==> src/rtl/wdog_pkg.sv <==
package wdog_pkg;
    localparam int unsigned BUS_AW = 12;
    localparam int unsigned BUS_DW = 32;

    localparam logic [BUS_AW-1:0] A_RELOAD = 12'h000;
    localparam logic [BUS_AW-1:0] A_COUNT  = 12'h004;
    localparam logic [BUS_AW-1:0] A_CTRL   = 12'h008;
    localparam logic [BUS_AW-1:0] A_KICK   = 12'h00C;
    localparam logic [BUS_AW-1:0] A_RAW    = 12'h010;
    localparam logic [BUS_AW-1:0] A_MASKED = 12'h014;
    localparam logic [BUS_AW-1:0] A_GUARD  = 12'hC00;

    localparam logic [BUS_DW-1:0] GUARD_KEY = 32'h1ACC_E551;

    typedef enum logic [1:0] {
        ST_QUIET   = 2'd0,
        ST_PENDING = 2'd1,
        ST_TRIPPED = 2'd2
    } wd_state_e;
endpackage

==> src/rtl/wdog_regs.sv <==
module wdog_regs
    import wdog_pkg::*;
#(
    parameter int unsigned CNT_W = 32
) (
    input  logic              clk,
    input  logic              rst_n,
    input  logic              wr_en,
    input  logic              rd_en,
    input  logic [BUS_AW-1:0] addr,
    input  logic [BUS_DW-1:0] wdata,
    input  logic [CNT_W-1:0]  cnt_val,
    input  logic              raw_flag,
    output logic [BUS_DW-1:0] rdata,
    output logic              ctrl_run,
    output logic              ctrl_rst_en,
    output logic [CNT_W-1:0]  reload_val,
    output logic [CNT_W-1:0]  load_val,
    output logic              load_req,
    output logic              kick_req
);
    localparam logic [CNT_W-1:0] CNT_ONES = '1;

    logic             locked_q;
    logic [1:0]       ctrl_q;
    logic [CNT_W-1:0] reload_q;
    logic             wr_ok;

    always_comb begin
        wr_ok       = wr_en && !locked_q;
        kick_req    = wr_ok && (addr == A_KICK);
        load_req    = wr_ok && ((addr == A_KICK) || (addr == A_RELOAD));
        load_val    = (addr == A_RELOAD) ? wdata[CNT_W-1:0] : reload_q;
        ctrl_run    = ctrl_q[0];
        ctrl_rst_en = ctrl_q[1];
        reload_val  = reload_q;
    end

    always_ff @(posedge clk or negedge rst_n) begin
        if (!rst_n) begin
            locked_q <= 1'b0;
            ctrl_q   <= 2'b00;
            reload_q <= CNT_ONES;
        end else begin
            if (wr_en && (addr == A_GUARD))
                locked_q <= (wdata != GUARD_KEY);
            if (wr_ok && (addr == A_CTRL))
                ctrl_q <= wdata[1:0];
            if (wr_ok && (addr == A_RELOAD))
                reload_q <= wdata[CNT_W-1:0];
        end
    end

    always_ff @(posedge clk or negedge rst_n) begin
        if (!rst_n) begin
            rdata <= '0;
        end else if (rd_en) begin
            unique case (addr)
                A_RELOAD: rdata <= 32'(reload_q);
                A_COUNT:  rdata <= 32'(cnt_val);
                A_CTRL:   rdata <= 32'(ctrl_q);
                A_RAW:    rdata <= 32'(raw_flag);
                A_MASKED: rdata <= 32'(raw_flag & ctrl_q[0]);
                A_GUARD:  rdata <= 32'(locked_q);
                default:  rdata <= '0;
            endcase
        end
    end

    // a locked block keeps control and reload unless the guard is written
    p_locked_hold_r8: assert property (@(posedge clk) disable iff (!rst_n)
        (locked_q && !(wr_en && addr == A_GUARD)) |=> ($stable(ctrl_q) && $stable(reload_q)));

    // the true key always opens the block
    p_key_opens_r7: assert property (@(posedge clk) disable iff (!rst_n)
        (wr_en && addr == A_GUARD && wdata == GUARD_KEY) |=> !locked_q);
endmodule

==> src/rtl/wdog_counter.sv <==
module wdog_counter #(
    parameter int unsigned CNT_W = 32
) (
    input  logic             clk,
    input  logic             rst_n,
    input  logic             run,
    input  logic             load,
    input  logic [CNT_W-1:0] load_val,
    input  logic [CNT_W-1:0] reload_val,
    output logic [CNT_W-1:0] cnt,
    output logic             expire
);
    localparam logic [CNT_W-1:0] CNT_ONES = '1;

    logic [CNT_W-1:0] cnt_q;

    always_comb begin
        cnt    = cnt_q;
        expire = run && !load && (cnt_q == '0);
    end

    always_ff @(posedge clk or negedge rst_n) begin
        if (!rst_n)
            cnt_q <= CNT_ONES;
        else if (load)
            cnt_q <= load_val;
        else if (expire)
            cnt_q <= reload_val;
        else if (run)
            cnt_q <= cnt_q - 1'b1;
    end

    p_step_r2: assert property (@(posedge clk) disable iff (!rst_n)
        (run && !load && cnt_q != '0) |=> (cnt_q == $past(cnt_q) - 1'b1));

    p_load_r10: assert property (@(posedge clk) disable iff (!rst_n)
        load |=> (cnt_q == $past(load_val)));

    p_expire_reload_r3: assert property (@(posedge clk) disable iff (!rst_n)
        expire |=> (cnt_q == $past(reload_val)));

    p_hold_r11: assert property (@(posedge clk) disable iff (!rst_n)
        (!run && !load) |=> $stable(cnt_q));
endmodule

==> src/rtl/wdog_fsm.sv <==
module wdog_fsm
    import wdog_pkg::*;
(
    input  logic      clk,
    input  logic      rst_n,
    input  logic      expire,
    input  logic      kick,
    input  logic      rst_en,
    output wd_state_e state,
    output logic      raw_flag,
    output logic      reset_req
);
    wd_state_e state_q, state_d;

    always_ff @(posedge clk or negedge rst_n) begin
        if (!rst_n)
            state_q <= ST_QUIET;
        else
            state_q <= state_d;
    end

    always_comb begin
        state_d = state_q;
        unique case (state_q)
            ST_QUIET:   if (expire) state_d = ST_PENDING;
            ST_PENDING: begin
                if (kick)
                    state_d = ST_QUIET;
                else if (expire && rst_en)
                    state_d = ST_TRIPPED;
            end
            ST_TRIPPED: state_d = ST_TRIPPED;
            default:    state_d = ST_QUIET;
        endcase
    end

    always_comb begin
        state     = state_q;
        raw_flag  = (state_q != ST_QUIET);
        reset_req = (state_q == ST_TRIPPED);
    end

    p_first_expiry_r3: assert property (@(posedge clk) disable iff (!rst_n)
        (state_q == ST_QUIET && expire) |=> (state_q == ST_PENDING));

    p_kick_clears_r9: assert property (@(posedge clk) disable iff (!rst_n)
        (state_q == ST_PENDING && kick) |=> (state_q == ST_QUIET));

    p_trip_sticky_r4: assert property (@(posedge clk) disable iff (!rst_n)
        (state_q == ST_TRIPPED) |=> (state_q == ST_TRIPPED));

    p_no_trip_r5: assert property (@(posedge clk) disable iff (!rst_n)
        (state_q == ST_PENDING && expire && !rst_en) |=> (state_q == ST_PENDING));
endmodule

==> src/rtl/wdog_dual_stage.sv <==
module wdog_dual_stage
    import wdog_pkg::*;
#(
    parameter int unsigned CNT_W = 32
) (
    input  logic        clk,
    input  logic        rst_n,
    input  logic [11:0] bus_addr,
    input  logic [31:0] bus_wdata,
    input  logic        bus_wr,
    input  logic        bus_rd,
    output logic [31:0] bus_rdata,
    output logic        wd_irq,
    output logic        wd_reset_req
);
    logic             ctrl_run, ctrl_rst_en, load_req, kick_req;
    logic [CNT_W-1:0] reload_val, load_val, cnt;
    logic             expire, raw_flag, reset_req, tripped;
    wd_state_e        state;

    wdog_regs #(.CNT_W(CNT_W)) u_regs (
        .clk(clk), .rst_n(rst_n), .wr_en(bus_wr), .rd_en(bus_rd),
        .addr(bus_addr), .wdata(bus_wdata), .cnt_val(cnt), .raw_flag(raw_flag),
        .rdata(bus_rdata), .ctrl_run(ctrl_run), .ctrl_rst_en(ctrl_rst_en),
        .reload_val(reload_val), .load_val(load_val),
        .load_req(load_req), .kick_req(kick_req)
    );

    always_comb tripped = (state == ST_TRIPPED);

    wdog_counter #(.CNT_W(CNT_W)) u_cnt (
        .clk(clk), .rst_n(rst_n),
        .run(ctrl_run && !tripped), .load(load_req && !tripped),
        .load_val(load_val), .reload_val(reload_val),
        .cnt(cnt), .expire(expire)
    );

    wdog_fsm u_fsm (
        .clk(clk), .rst_n(rst_n), .expire(expire), .kick(kick_req),
        .rst_en(ctrl_rst_en), .state(state), .raw_flag(raw_flag),
        .reset_req(reset_req)
    );

    always_comb begin
        wd_irq       = raw_flag && ctrl_run;
        wd_reset_req = reset_req;
    end

    // a reset request rises only from a pending flag with reset enabled
    p_trip_cause_r4: assert property (@(posedge clk) disable iff (!rst_n)
        $rose(wd_reset_req) |-> ($past(raw_flag) && $past(ctrl_rst_en)));

    // once tripped the count is frozen
    p_frozen_r12: assert property (@(posedge clk) disable iff (!rst_n)
        (tripped && $past(tripped)) |-> $stable(cnt));

    // the interrupt pin never shows without run
    p_irq_gate_r6: assert property (@(posedge clk) disable iff (!rst_n)
        wd_irq |-> (ctrl_run && raw_flag));
endmodule

==> config.mk <==
export PLATFORM = sky130hd
export DESIGN_NAME = wdog_dual_stage
export DESIGN_NICKNAME = d
export VERILOG_FILES = /design/src/rtl/wdog_pkg.sv /design/src/rtl/wdog_regs.sv /design/src/rtl/wdog_counter.sv /design/src/rtl/wdog_fsm.sv /design/src/rtl/wdog_dual_stage.sv
export SDC_FILE = /design/constraint.sdc
export NUM_CORES = 1
export LEC_CHECK = 0
export ABC_CLOCK_PERIOD_IN_PS = 3400
export BUFFER_PORTS_ARGS = -buffer_cell sky130_fd_sc_hd__buf_2
export CAP_MARGIN = 5
export CORE_MARGIN = 1
export CORE_UTILIZATION = 50
export CTS_CLUSTER_SIZE = 30
export DETAILED_ROUTE_END_ITERATION = 10
export GPL_ROUTABILITY_DRIVEN = 1
export HOLD_SLACK_MARGIN = 0.03
export PLACE_DENSITY = 0.71
export SLEW_MARGIN = 30
export SYNTH_ARGS = -nofsm -noshare
export SYNTH_HDL_FRONTEND = slang
export SYNTH_SLANG_ARGS = --single-unit
export TNS_END_PERCENT = 1
==> constraint.sdc <==
create_clock -name clk -period 3.4 [get_ports clk]
set_input_delay 0.68 -clock clk [delete_from_list [all_inputs] [get_ports clk]]
set_output_delay 0.68 -clock clk [all_outputs]
set_load 0.005 [all_outputs]
==> summary.txt <==
STA
  – RSZ-0062 raised after global routing: false
  – Max-slew headroom: 52.6%
  – Finish-stage setup viols: 0
  – Worst Setup Slack, final: 0.759 ns
  – Final setup TNS: 0 ns
  – Clk_skew: 0.00679 ns
  – Slew @ Worst Pin: 0.704 ns
  – Slew Limit Fails: 0
  – FMAX: 379 MHz
  – Final Hold Vio Count: 0
  – Fin crit share: 77.7%
  – Fin crit period: 2.64 ns

Power and ir drop
  – Pleak: 2.76 nW
  – Pwr dens: 357 nW/um^2
  – Peak VDD IR: 272 uV

Yosys
  – Post-Synthesis Cells: 590
  – Seq/Total Area, Yosys: 43.0%
  – Yosys top cell area share: 27.7%
  – Synth cell types: 61
  – Synthesis-stage register bit count: 101
  – Top_reg_cell synth: dfstp_2
  – Mean Syn Cell Area: 10.3 sq um
  – Async SR Flop Fraction: 100%
  – Area leader, netlist: dfstp_2
  – Number of synthesized flops with an enable pin: 0
  – Count leader, synth: dfstp_2
  – Syn Nets: 640
  – Synth top cells by count: dfstp_2 (64), mux2i_1 (57), nor2_1 (47), dfrtp_1 (37)
  – Synth area leaders: dfstp_2 (28%), dfrtp_1 (15%), mux2i_1 (9.4%), mux2_2 (6.5%), a22oi_1 (3.7%)
  – Syn. warnings: 0
  – Cell area after synthesis: 6070 sq um

Critical path
  – Critical path launch point type: register
  – R2R depth: 6
  – Crit-path max FO: 15
  – Worst path required time: 3.64 ns
  – CP top delay family: simple AND/OR/NAND/NOR gates
  – CP Depth: 6
  – Critical Path AT: 2.89 ns
  – CP max stage cell: or4_1
  – Crit path cell chain: or4_1, or4_4, nand4b_1, buf_4, mux2i_1, o221ai_1
  – CP peak stage delay: 0.59 ns
  – Buf/Inv on CP: 1
  – CP Capture Type: register
  – WS Path Type: reg -> reg

Global route
  – First-pass GRT wire length: 25,600 um
  – Met3 Use GR: 4.97%
  – Number of global-route vias before repair: 4,858
  – Met1 usage: 35.7%
  – Busiest layer in global routing: met2
  – Initial antenna violation count: 0
  – Total gr overflow: 0
  – Pin count of the biggest net entering global routing: 65
  – Met2 usage: 40.5%
  – Total Routing Usage GR: 25.8%

Placed design
  – HPWL Detailed: 10,400 um
  – RePlAce Congestion: 0.861
  – Place WS: 0.592 ns
  – Placed Instances: 773
  – PortBufs: 81

Cells and area
  – Register Area: 2610 sq um
  – Final cell count without fillers: 789
  – Area taken by multi-input logic gates: 3200 sq um
  – Area Overhead vs Synth: 12.3%
  – Nets: 691
  – Proportion of layout cells with a drive suffix above 1: 36.7%
  – N_diodes: 0
  – FILL cells: 995

Clock tree
  – CTS tree: yes
  – Clk sinks: 101
  – Max clock buf depth: 2
  – Reg clk slew, reported paths: 0.06 ns
  – Resized cells post-CTS: 0
  – H-tree depth: 3
  – Postcts setup bufs: 0
  – Clk_lat worst skew: 0.35 ns
  – CTS Buf Count: 9
  – CTS root buf: clkbuf_16
  – # hold bufs at CTS: 0

Floorplan
  – Die Footprint: 12,600 sq um
  – Vert. Die Dim: 112 um
  – Standard-cell row count: 39
  – Starting Density: 52.2%
  – I/O Pins: 82
  – Area of the core: 11,600 sq um
  – Die X: 112 um

Detailed routing
  – Wirelength per Cell: 19.6 um
  – DRC: 2
  – Vias/cell: 6.39
  – 1st-iter DRT viols: 364
  – First-pass DRT Iterations: 8
  – Post-DRT Antenna Nets: 0
  – Via count: 5,039
  – Final WL: 15,400 um

Run
  – Max Cap Viol: 0

Run status
  – Outcome: finished with violations
  – Violated checks: DRC

Worst hold path
  – Hold Crit Class: in -> async
-- stage by stage --
step | total power [mW] | hold WS (ns) | util [%] | cell area [sq um]
finish | 2.43 | 0.372 | 58.7 | 6810
global route | 2.52 | 0.418 | 58.7 | 6810
CTS | 2.46 | 0.391 | 58.7 | 6810
detailed placement | 1.42 | 0.509 | 56.2 | 6530
global placement | 1.42 | 0.499 | 56.1 | 6520
floorplan | 1.31 | 0.384 | - | 6070
-- cell usage in the layout (no fill, tap or decap), types with 11 or more instances in the layout --
master,synthesis,routed
nand2_1,21,21
o221ai_1,14,14
mux2i_1,57,57
xor2_1,11,11
nand3_1,27,26
dfstp_2,64,64
nor4_1,18,18
a22oi_1,30,30
nor3_1,15,14
a21oi_1,35,34
nand4_1,11,11
mux2_2,35,35
buf_2,7,79
nor2_1,47,47
buf_4,3,11
dfrtp_1,37,37
-- final timing paths --
kind	from	end	slack, ns
max reg2reg	u_cnt.cnt[27]$_DFFE_PN1P_	u_cnt.cnt[13]$_DFFE_PN1P_	0.76
min	rst_n	u_regs.rdata[1]$_DFFE_PN0P_	0.37
min in group clk	u_regs.rdata[1]$_DFFE_PN0P_	u_regs.rdata[1]$_DFFE_PN0P_	0.52
max in group asynchronous	rst_n	u_cnt.cnt[14]$_DFFE_PN1P_	2.25
max	u_cnt.cnt[27]$_DFFE_PN1P_	u_cnt.cnt[13]$_DFFE_PN1P_	0.76
min reg2reg	u_regs.rdata[1]$_DFFE_PN0P_	u_regs.rdata[1]$_DFFE_PN0P_	0.52
-- logic make-up (layout without fill, tap and decap cells) --
| logic type | Yosys count | after routing | share of synthesized area [%] |
|---|---|---|---|
| buffers and inverters | 58 | 114 | 4.68 |
| AOI/OAI and AO/OA | 127 | 127 | 15.3 |
| muxes | 92 | 92 | 15.9 |
| adders and majority gates | 2 | 2 | 0.412 |
| xor gates and xnor gates | 19 | 19 | 2.74 |
| and+or+nand+nor | 191 | 191 | 18.0 |
| DFF | 101 | 101 | 43.0 |
-- area by class of cell --
cell class	count	area share, %
well taps	143	2.63
clock buffers	14	3.73
repair buffers	92	7.60
multi-input cells	431	46.9
clock inverters	2	0.514
inverters	6	0.331
flip-flops and latches	101	38.3
-- layer usage --
layer | vias up | share of wire (%)
met5 | - | 0
met2 | 196 | 46
met1 | 2472 | 45
li1 | 2347 | -
met3 | 24 | 7.1
met4 | 0 | 1.9
-- sequential cells by signal, summed over array words and instances, names as in the netlist --
name               flops
u_cnt.cnt             32
u_regs.rdata          32
u_regs.reload_val     32
u_fsm.state            2
u_regs.ctrl_q          2
u_regs.locked_q        1
-- power by group --
part | leakage, nW | switching [mW] | internal, mW
clock | 0.141 | 0.439 | 0.591
sequential | 1.13 | 0.0122 | 1.23
combinational | 1.49 | 0.0962 | 0.0617
total | 2.76 | 0.547 | 1.88
Power figures use the tool's default switching activity.
